<file path="src/rtl/cei_pkg.sv">
package cei_pkg;

    typedef enum logic [1:0] {
        TRIG_CARRY        = 2'd0,
        TRIG_COMPARE      = 2'd1,
        TRIG_CARRY_BORROW = 2'd2,
        TRIG_INDEX        = 2'd3
    } trig_fn_e;

    typedef struct packed {
        trig_fn_e fn;
        logic     preset_idx;
        logic     cnt_en;
    } chan_ctrl_t;

    typedef enum logic [1:0] {
        ST_OFF    = 2'd0,
        ST_ARMED  = 2'd1,
        ST_RAISED = 2'd2
    } irq_state_e;

    localparam int unsigned DATA_W = 8;

    localparam logic [4:0] ADR_STATUS = 5'h10;
    localparam logic [4:0] ADR_CHOP   = 5'h11;
    localparam logic [4:0] ADR_ENABLE = 5'h12;

    localparam logic [7:0] CMD_HALT = 8'h01;
    localparam logic [7:0] CMD_ARM  = 8'h04;

endpackage

</file>
<file path="src/rtl/cei_edge_sync.sv">
module cei_edge_sync #(
    parameter int unsigned W = 8
) (
    input  logic         clk,
    input  logic         rst_n,
    input  logic [W-1:0] raw,
    output logic [W-1:0] pulse
);

    logic [W-1:0] meta_q;
    logic [W-1:0] sync_q;
    logic [W-1:0] last_q;

    always_ff @(posedge clk or negedge rst_n) begin
        if (!rst_n) begin
            meta_q <= '0;
            sync_q <= '0;
            last_q <= '0;
        end else begin
            meta_q <= raw;
            sync_q <= meta_q;
            last_q <= sync_q;
        end
    end

    assign pulse = sync_q & ~last_q;

    // a held level yields a single-cycle pulse only
    assert_one_pulse_R13: assert property (@(posedge clk) disable iff (!rst_n)
        (pulse != '0) |=> ((pulse & $past(pulse)) == '0));

endmodule

</file>
<file path="src/rtl/cei_irq_fsm.sv">
module cei_irq_fsm
    import cei_pkg::*;
(
    input  logic clk,
    input  logic rst_n,
    input  logic arm,
    input  logic halt,
    input  logic hit,
    output logic fn_on,
    output logic irq
);

    irq_state_e state_q, state_d;

    always_comb begin
        state_d = state_q;
        unique case (state_q)
            ST_OFF: begin
                if (arm) state_d = ST_ARMED;
            end
            ST_ARMED: begin
                if (halt)     state_d = ST_OFF;
                else if (hit) state_d = ST_RAISED;
            end
            ST_RAISED: begin
                if (halt)     state_d = ST_OFF;
                else if (arm) state_d = hit ? ST_RAISED : ST_ARMED;
            end
            default: state_d = ST_OFF;
        endcase
    end

    always_ff @(posedge clk or negedge rst_n) begin
        if (!rst_n) state_q <= ST_OFF;
        else        state_q <= state_d;
    end

    always_comb begin
        fn_on = (state_q != ST_OFF);
        irq   = (state_q == ST_RAISED);
    end

    assert_sticky_irq_R9: assert property (@(posedge clk) disable iff (!rst_n)
        (irq && !arm && !halt) |=> irq);

    assert_halt_off_R11: assert property (@(posedge clk) disable iff (!rst_n)
        halt |=> (!fn_on && !irq));

endmodule

</file>
<file path="src/rtl/cei_top.sv">
module cei_top
    import cei_pkg::*;
#(
    parameter int unsigned NCH    = 8,
    parameter int unsigned ADDR_W = 5
) (
    input  logic              clk,
    input  logic              rst_n,
    input  logic [ADDR_W-1:0] addr,
    input  logic              wr_en,
    input  logic [7:0]        wr_data,
    output logic [7:0]        rd_data,
    input  logic [NCH-1:0]    carry_n,
    input  logic [NCH-1:0]    borrow_n,
    input  logic [NCH-1:0]    compare_n,
    input  logic [NCH-1:0]    index_p,
    output logic              irq
);

    chan_ctrl_t     ctrl_q [NCH];
    logic [NCH-1:0] en_q;
    logic [NCH-1:0] pend_q;
    logic [NCH-1:0] ev_carry, ev_borrow, ev_cmp, ev_idx;
    logic [NCH-1:0] ev_sel;
    logic [NCH-1:0] set_vec;
    logic           fn_on;
    logic           chop_wr, arm, halt;

    cei_edge_sync #(.W(NCH)) u_sync_carry  (.clk(clk), .rst_n(rst_n), .raw(~carry_n),   .pulse(ev_carry));
    cei_edge_sync #(.W(NCH)) u_sync_borrow (.clk(clk), .rst_n(rst_n), .raw(~borrow_n),  .pulse(ev_borrow));
    cei_edge_sync #(.W(NCH)) u_sync_cmp    (.clk(clk), .rst_n(rst_n), .raw(~compare_n), .pulse(ev_cmp));
    cei_edge_sync #(.W(NCH)) u_sync_idx    (.clk(clk), .rst_n(rst_n), .raw(index_p),    .pulse(ev_idx));

    assign chop_wr = wr_en && (addr == ADDR_W'(ADR_CHOP));
    assign arm     = chop_wr && (wr_data == CMD_ARM);
    assign halt    = chop_wr && (wr_data == CMD_HALT);

    for (genvar g = 0; g < NCH; g++) begin : g_chan
        always_ff @(posedge clk or negedge rst_n) begin
            if (!rst_n) begin
                ctrl_q[g] <= '{fn: TRIG_CARRY, preset_idx: 1'b0, cnt_en: 1'b0};
            end else if (wr_en && (addr == ADDR_W'(g))) begin
                ctrl_q[g].fn         <= trig_fn_e'(wr_data[4:3]);
                ctrl_q[g].preset_idx <= wr_data[1];
                ctrl_q[g].cnt_en     <= wr_data[0];
            end
        end

        always_comb begin
            unique case (ctrl_q[g].fn)
                TRIG_CARRY:        ev_sel[g] = ev_carry[g];
                TRIG_COMPARE:      ev_sel[g] = ev_cmp[g];
                TRIG_CARRY_BORROW: ev_sel[g] = ev_carry[g] | ev_borrow[g];
                TRIG_INDEX:        ev_sel[g] = ev_idx[g];
                default:           ev_sel[g] = 1'b0;
            endcase
        end
    end

    assign set_vec = ev_sel & en_q & {NCH{fn_on}};

    always_ff @(posedge clk or negedge rst_n) begin
        if (!rst_n) begin
            en_q   <= '0;
            pend_q <= '0;
        end else begin
            if (wr_en && (addr == ADDR_W'(ADR_ENABLE)))
                en_q <= wr_data[NCH-1:0];
            if (halt)     pend_q <= '0;
            else if (arm) pend_q <= set_vec;
            else          pend_q <= pend_q | set_vec;
        end
    end

    cei_irq_fsm u_fsm (
        .clk   (clk),
        .rst_n (rst_n),
        .arm   (arm),
        .halt  (halt),
        .hit   (set_vec != '0),
        .fn_on (fn_on),
        .irq   (irq)
    );

    always_comb begin
        rd_data = '0;
        if (addr == ADDR_W'(ADR_STATUS)) begin
            rd_data[NCH-1:0] = pend_q;
        end else if (addr == ADDR_W'(ADR_ENABLE)) begin
            rd_data[NCH-1:0] = en_q;
        end else begin
            for (int c = 0; c < NCH; c++) begin
                if (addr == ADDR_W'(c))
                    rd_data = {3'b000, ctrl_q[c].fn, 1'b0, ctrl_q[c].preset_idx, ctrl_q[c].cnt_en};
            end
        end
    end

    assert_irq_tracks_pending_R9: assert property (@(posedge clk) disable iff (!rst_n)
        irq == (pend_q != '0));

    assert_clear_empties_R10: assert property (@(posedge clk) disable iff (!rst_n)
        (arm && (set_vec == '0)) |=> (pend_q == '0));

    assert_halt_clears_R11: assert property (@(posedge clk) disable iff (!rst_n)
        halt |=> (pend_q == '0));

    assert_masked_never_pends_R7: assert property (@(posedge clk) disable iff (!rst_n)
        1'b1 |=> ((pend_q & ~$past(pend_q) & ~$past(en_q)) == '0));

    assert_other_code_keeps_R12: assert property (@(posedge clk) disable iff (!rst_n)
        (chop_wr && !arm && !halt) |=> ((pend_q & $past(pend_q)) == $past(pend_q)));

endmodule

</file>
<file path="config.mk">
export PLATFORM = sky130hd
export DESIGN_NAME = cei_top
export DESIGN_NICKNAME = d
export VERILOG_FILES = /design/src/rtl/cei_pkg.sv /design/src/rtl/cei_edge_sync.sv /design/src/rtl/cei_irq_fsm.sv /design/src/rtl/cei_top.sv
export SDC_FILE = /design/constraint.sdc
export NUM_CORES = 1
export LEC_CHECK = 0
export BUFFER_PORTS_ARGS = -buffer_cell sky130_fd_sc_hd__buf_2
export CORE_ASPECT_RATIO = 1.5
export CORE_MARGIN = 3
export CORE_UTILIZATION = 40
export CTS_BUF_LIST = sky130_fd_sc_hd__clkbuf_16
export DETAILED_ROUTE_END_ITERATION = 10
export GPL_ROUTABILITY_DRIVEN = 0
export PLACE_DENSITY = 0.55
export SYNTH_ARGS = -nofsm -noshare
export SYNTH_HDL_FRONTEND = slang
export SYNTH_SLANG_ARGS = --single-unit
</file>
<file path="constraint.sdc">
create_clock -name clk -period 1.8 [get_ports clk]
set_clock_uncertainty 0.05 [all_clocks]
set_input_delay 0 -clock clk [delete_from_list [all_inputs] [get_ports clk]]
set_output_delay 0 -clock clk [all_outputs]
set_load 0.01 [all_outputs]
</file>
==> impl_summary.md <==
Worst setup path
Of all nets on the critical path, the largest fanout is 2. For this design, the slowest cell found on the critical path is sky130_fd_sc_hd__dfrtp_2. The endpoint identified for the worst register-to-register timing path is u_fsm.state_q[1].

The signal arrival time at the worst endpoint is 1.78 ns. The critical path goes through o21ai_1 > nor2_1 > a221oi_2 > o311ai_1 > a21oi_1 > o31ai_1 > buf_2. The critical path is of the register to output pin type. For the worst flop-to-flop path, the logic depth is 6.

The required time reported for the critical path endpoint is 1.75 ns. The total buffers and inverters traversed by the critical path is 1. The startpoint identified for the worst register-to-register timing path is ctrl_q[19]. STA classifies the critical path startpoint as a register.

On the worst path, the slowest cell contributes a delay of 0.40 ns. The worst setup path is captured at an output pin. In this run the register-to-register setup slack is 0.08 ns. Grouping stages by cell kind, the critical path spends the most delay in compound AO/OA/AOI/OAI gates.

STA
Of the available clock period, the critical path in the final layout requires 1.02. The final hold violation count is 0. Across all setup checks in the final design, the least slack found is -0.0328 ns. The post-route minimum period is between 1.5 and 2 ns. Setup repair after global routing could not meet its margin everywhere.

The peak clock frequency supported by timing is roughly 550 MHz. The worst-margin pin slew is between 0.5 and 0.6 ns. The max-slew violation count is 0. The final number of setup-violating endpoints is 1. The worst relative slew slack is 0.661.

Global routing
In this run the most used layer during global routing was met2. The overall global routing resource usage is 0.175. The initial antenna violation count is 0.

For met1 alone, demand over resource in global routing was 0.211. The met2 track utilization from global routing is 0.293. Entering global routing, the biggest net connects 53 pins. The global-route wire length before repair is 19700 microns. The via count of the first global-routing pass is 3872. The remaining global-route overflow is 0. In the global route stage, met3 resource usage came out at 0.0356.

Place
The detailed-placement wirelength estimate is ~8600 microns. The total cell area at the placement stage is 0.00613 sq mm. The total placed cells including tap cells is 636. The number of I/O port buffers is 56. The post-placement setup slack is 0.00811 ns.

Drt
Once detail routing completed, the nets flagged for antenna violations numbered 0. After detailed routing, the number of vias per cell comes to between 5 and 6. The overall routed net length is 12200 microns.

The remaining design rule violation count is 0. The routed length per instance is about 17 microns. The first routing iteration left 201 violations.

The number of iterations in the first detailed-routing pass is 4. The total via count in the routed design is 3569.

Layout
Once layout is complete, the cells apart from fillers number 712. Ranked by flip-flop count, first place goes to ctrl_q. The library cell used most frequently in the layout, excluding fill and tap cells, is sky130_fd_sc_hd__dfrtp_1.

For this run, the share of the core covered by cells in the final layout is 0.545. For this run, the post-layout net count is about 590. Relative to the synthesized area, the layout overhead comes to 31.5%. The repair_antennas step left the layout with diodes totalling 0. In the final layout, the share of cells above drive strength 1 is 0.329.

The final non-filler cell area is 0.00716 sq mm. The top cell types in the final layout, fill and taps aside, are 145 x sky130_fd_sc_hd__dfrtp_1, 55 x sky130_fd_sc_hd__buf_2, 41 x sky130_fd_sc_hd__inv_1, 37 x sky130_fd_sc_hd__mux2_2, 37 x sky130_fd_sc_hd__dlygate4sd3_1. The register with the most flip-flops in the layout has 32 of them.

Floorplanning
Measured along the x axis, the die boundary spans 101 microns. For this configuration, the core starts out at a cell density of 0.415. The area of the core is around 0.013 sq mm. The die area is 0.0151 sq mm. 57 I/O pins were placed. The cell row count is 51.

Measured along the y axis, the die boundary spans 149 microns.

Clock tree
The clock passes through at most 2 buffers. The number of sinks driven by the clock tree is 146. The clock transition at the registers of the reported paths is 0.06 ns.

The CTS tree is done. The H-tree generated during clock tree synthesis spans 4 levels. The clock buffer count from CTS is 17. The clock latency at the later pin of the worst-skew pair is 0.41 ns. The clock tree root driver cell is sky130_fd_sc_hd__clkbuf_16.

Hold path
The min-delay analysis places its worst path in the category input pin to register. For hold timing, the worst endpoint is ctrl_q[5]. The worst hold path cell count is 3.

The worst hold path begins at wr_data[1].

Power
Across the VDD grid, the largest voltage drop is 658 uV. The switching power of the nets is 1870 uW. Summing internal, switching and leakage power gives 8040 uW. In this run the static leakage power is 0.00344 uW. Of the total power, the share spent switching nets is 0.233. The power share of the combinational group is 0.099. Of the total power, registers draw 0.467. The clock network fraction of design power is 0.434. The internal power summed over all cells is between 6000 and 7000 uW. Dividing total power by cell area gives a power density of 1120 mW/mm^2.

Synthesis
The cell count after synthesis is approximately 400. The mean instance size in the synthesized netlist is roughly 14 sq um. Of the total synthesized cell area, the portion taken by AND, OR, NAND and NOR gates is 0.110. When the netlist entered floorplanning its net count stood at 451. Measured against the total synthesized area, the mux share comes to 0.102. Of the total synthesized cell area, the portion taken by XOR and XNOR cells is 0. The number of storage elements in the synthesis netlist is 146. The fraction of the mapped netlist area in compound gates came to 0.0772. For this run, asynchronously set or reset flops after synthesis account for 1.00.

Of the total synthesized cell area, the portion taken by full adders, half adders and majority gates is 0. The cell area after synthesis is 0.00545 sq mm. The count of warnings emitted by yosys is 0.

After synthesis, the largest family of logic cells by area is simple AND/OR/NAND/NOR gates. The netlist uses 47 different library cells. The share of the yosys chip area belonging to registers is 0.670.

Among all flip-flop cells after synthesis, the most frequent one is sky130_fd_sc_hd__dfrtp_1. The number of flops mapped to enable cells by yosys is 0.

Outcome
The final reports fail on setup timing. The flow ran to the end, but the final reports show violations.

Flow run
The number of maximum-capacitance violations is 0.
worst reg2reg max path, stage by stage, from the launching register on:
cell	delay (ns)
sky130_fd_sc_hd__dfrtp_1	0.40
sky130_fd_sc_hd__and3b_1	0.22
sky130_fd_sc_hd__o311a_1	0.36
sky130_fd_sc_hd__a32oi_2	0.17
sky130_fd_sc_hd__nand4_1	0.18
sky130_fd_sc_hd__nor2_1	0.15
sky130_fd_sc_hd__o2bb2ai_1	0.08
routing by layer:
layer	wire length, microns	share of wire
met1	4900	0.40
met2	6330	0.52
met3	514	0.042
met4	423	0.035
met5	0	0
timing repair:
item                                    CTS  global route
hold buffers                             37             0
endpoints found under the setup margin    2             4
buffers inserted                          4             3
pin swaps                                 5             8
gates resized for setup                   8             4
endpoints found under the hold margin   182             0
kinds of logic after synthesis:
group | Yosys count
buf+inv | 53
mux | 49
compound gates | 55
flops | 146
simple gates | 100
per-stage QoR:
stage,setup TNS [ns],hold WS [ns]
final,-0.0328,0.0397
after global routing,-0.186,0.0351
after CTS,-0.0470,0.0125
after detailed placement,0,-0.0701
after global placement,0,-0.0746
after floorplan,0,-0.346
synth_stat cells (all sizes together) (2+ instances only):
library cell | instances | area share
clkbuf | 7 | 0.0051
o221ai | 4 | 0.0064
nand4 | 2 | 0.0023
a211oi | 2 | 0.0028
a221oi | 2 | 0.0044
a32oi | 10 | 0.016
mux2 | 41 | 0.087
mux2i | 8 | 0.015
nor2 | 19 | 0.014
nor3b | 3 | 0.0062
o311a | 4 | 0.0073
and3b | 5 | 0.0080
a21oi | 12 | 0.011
nor4b | 2 | 0.0071
nor2b | 11 | 0.013
inv | 40 | 0.028
nand2 | 28 | 0.020
nand3 | 2 | 0.0018
a41oi | 2 | 0.0032
dfrtp | 146 | 0.67
buf | 6 | 0.0071
nor3 | 6 | 0.0083
o21ai | 6 | 0.0055
nand3b | 10 | 0.014
and2 | 4 | 0.0046
and3 | 3 | 0.0034
o311ai | 9 | 0.014
power groups by stage:
stage	logic (uW)	registers, uW	clock network (uW)
finish	794	3760	3490
global route	872	3790	3720
CTS	789	3760	3580
detailed placement	682	3820	0
global placement	670	3820	0
floorplan	359	3750	0
final cells by class:
class	instances	area, sq um
Fill cell	1092	5980
Sequential cell	146	3650
Multi-Input combinational cell	204	1600
Timing Repair Buffer	131	967
Clock buffer	17	425
Tap cell	159	199
Clock inverter	15	168
Inverter	40	150
worst max-delay path by stage:
stage | start | endpoint | slack [ns] | depth (start not counted)
floorplan | u_fsm.state_q[1] | u_fsm.state_q[1] | 0.15 | 7
global placement | u_fsm.state_q[1] | u_fsm.state_q[1] | 0.06 | 6
detailed placement | u_fsm.state_q[1] | u_fsm.state_q[1] | 0.008 | 6
CTS | ctrl_q[22] | rd_data[3] | -0.05 | 7
global route | ctrl_q[22] | rd_data[3] | -0.10 | 7
finish | ctrl_q[22] | rd_data[3] | -0.03 | 7
No activity file was read; power rests on OpenSTA's default activity.
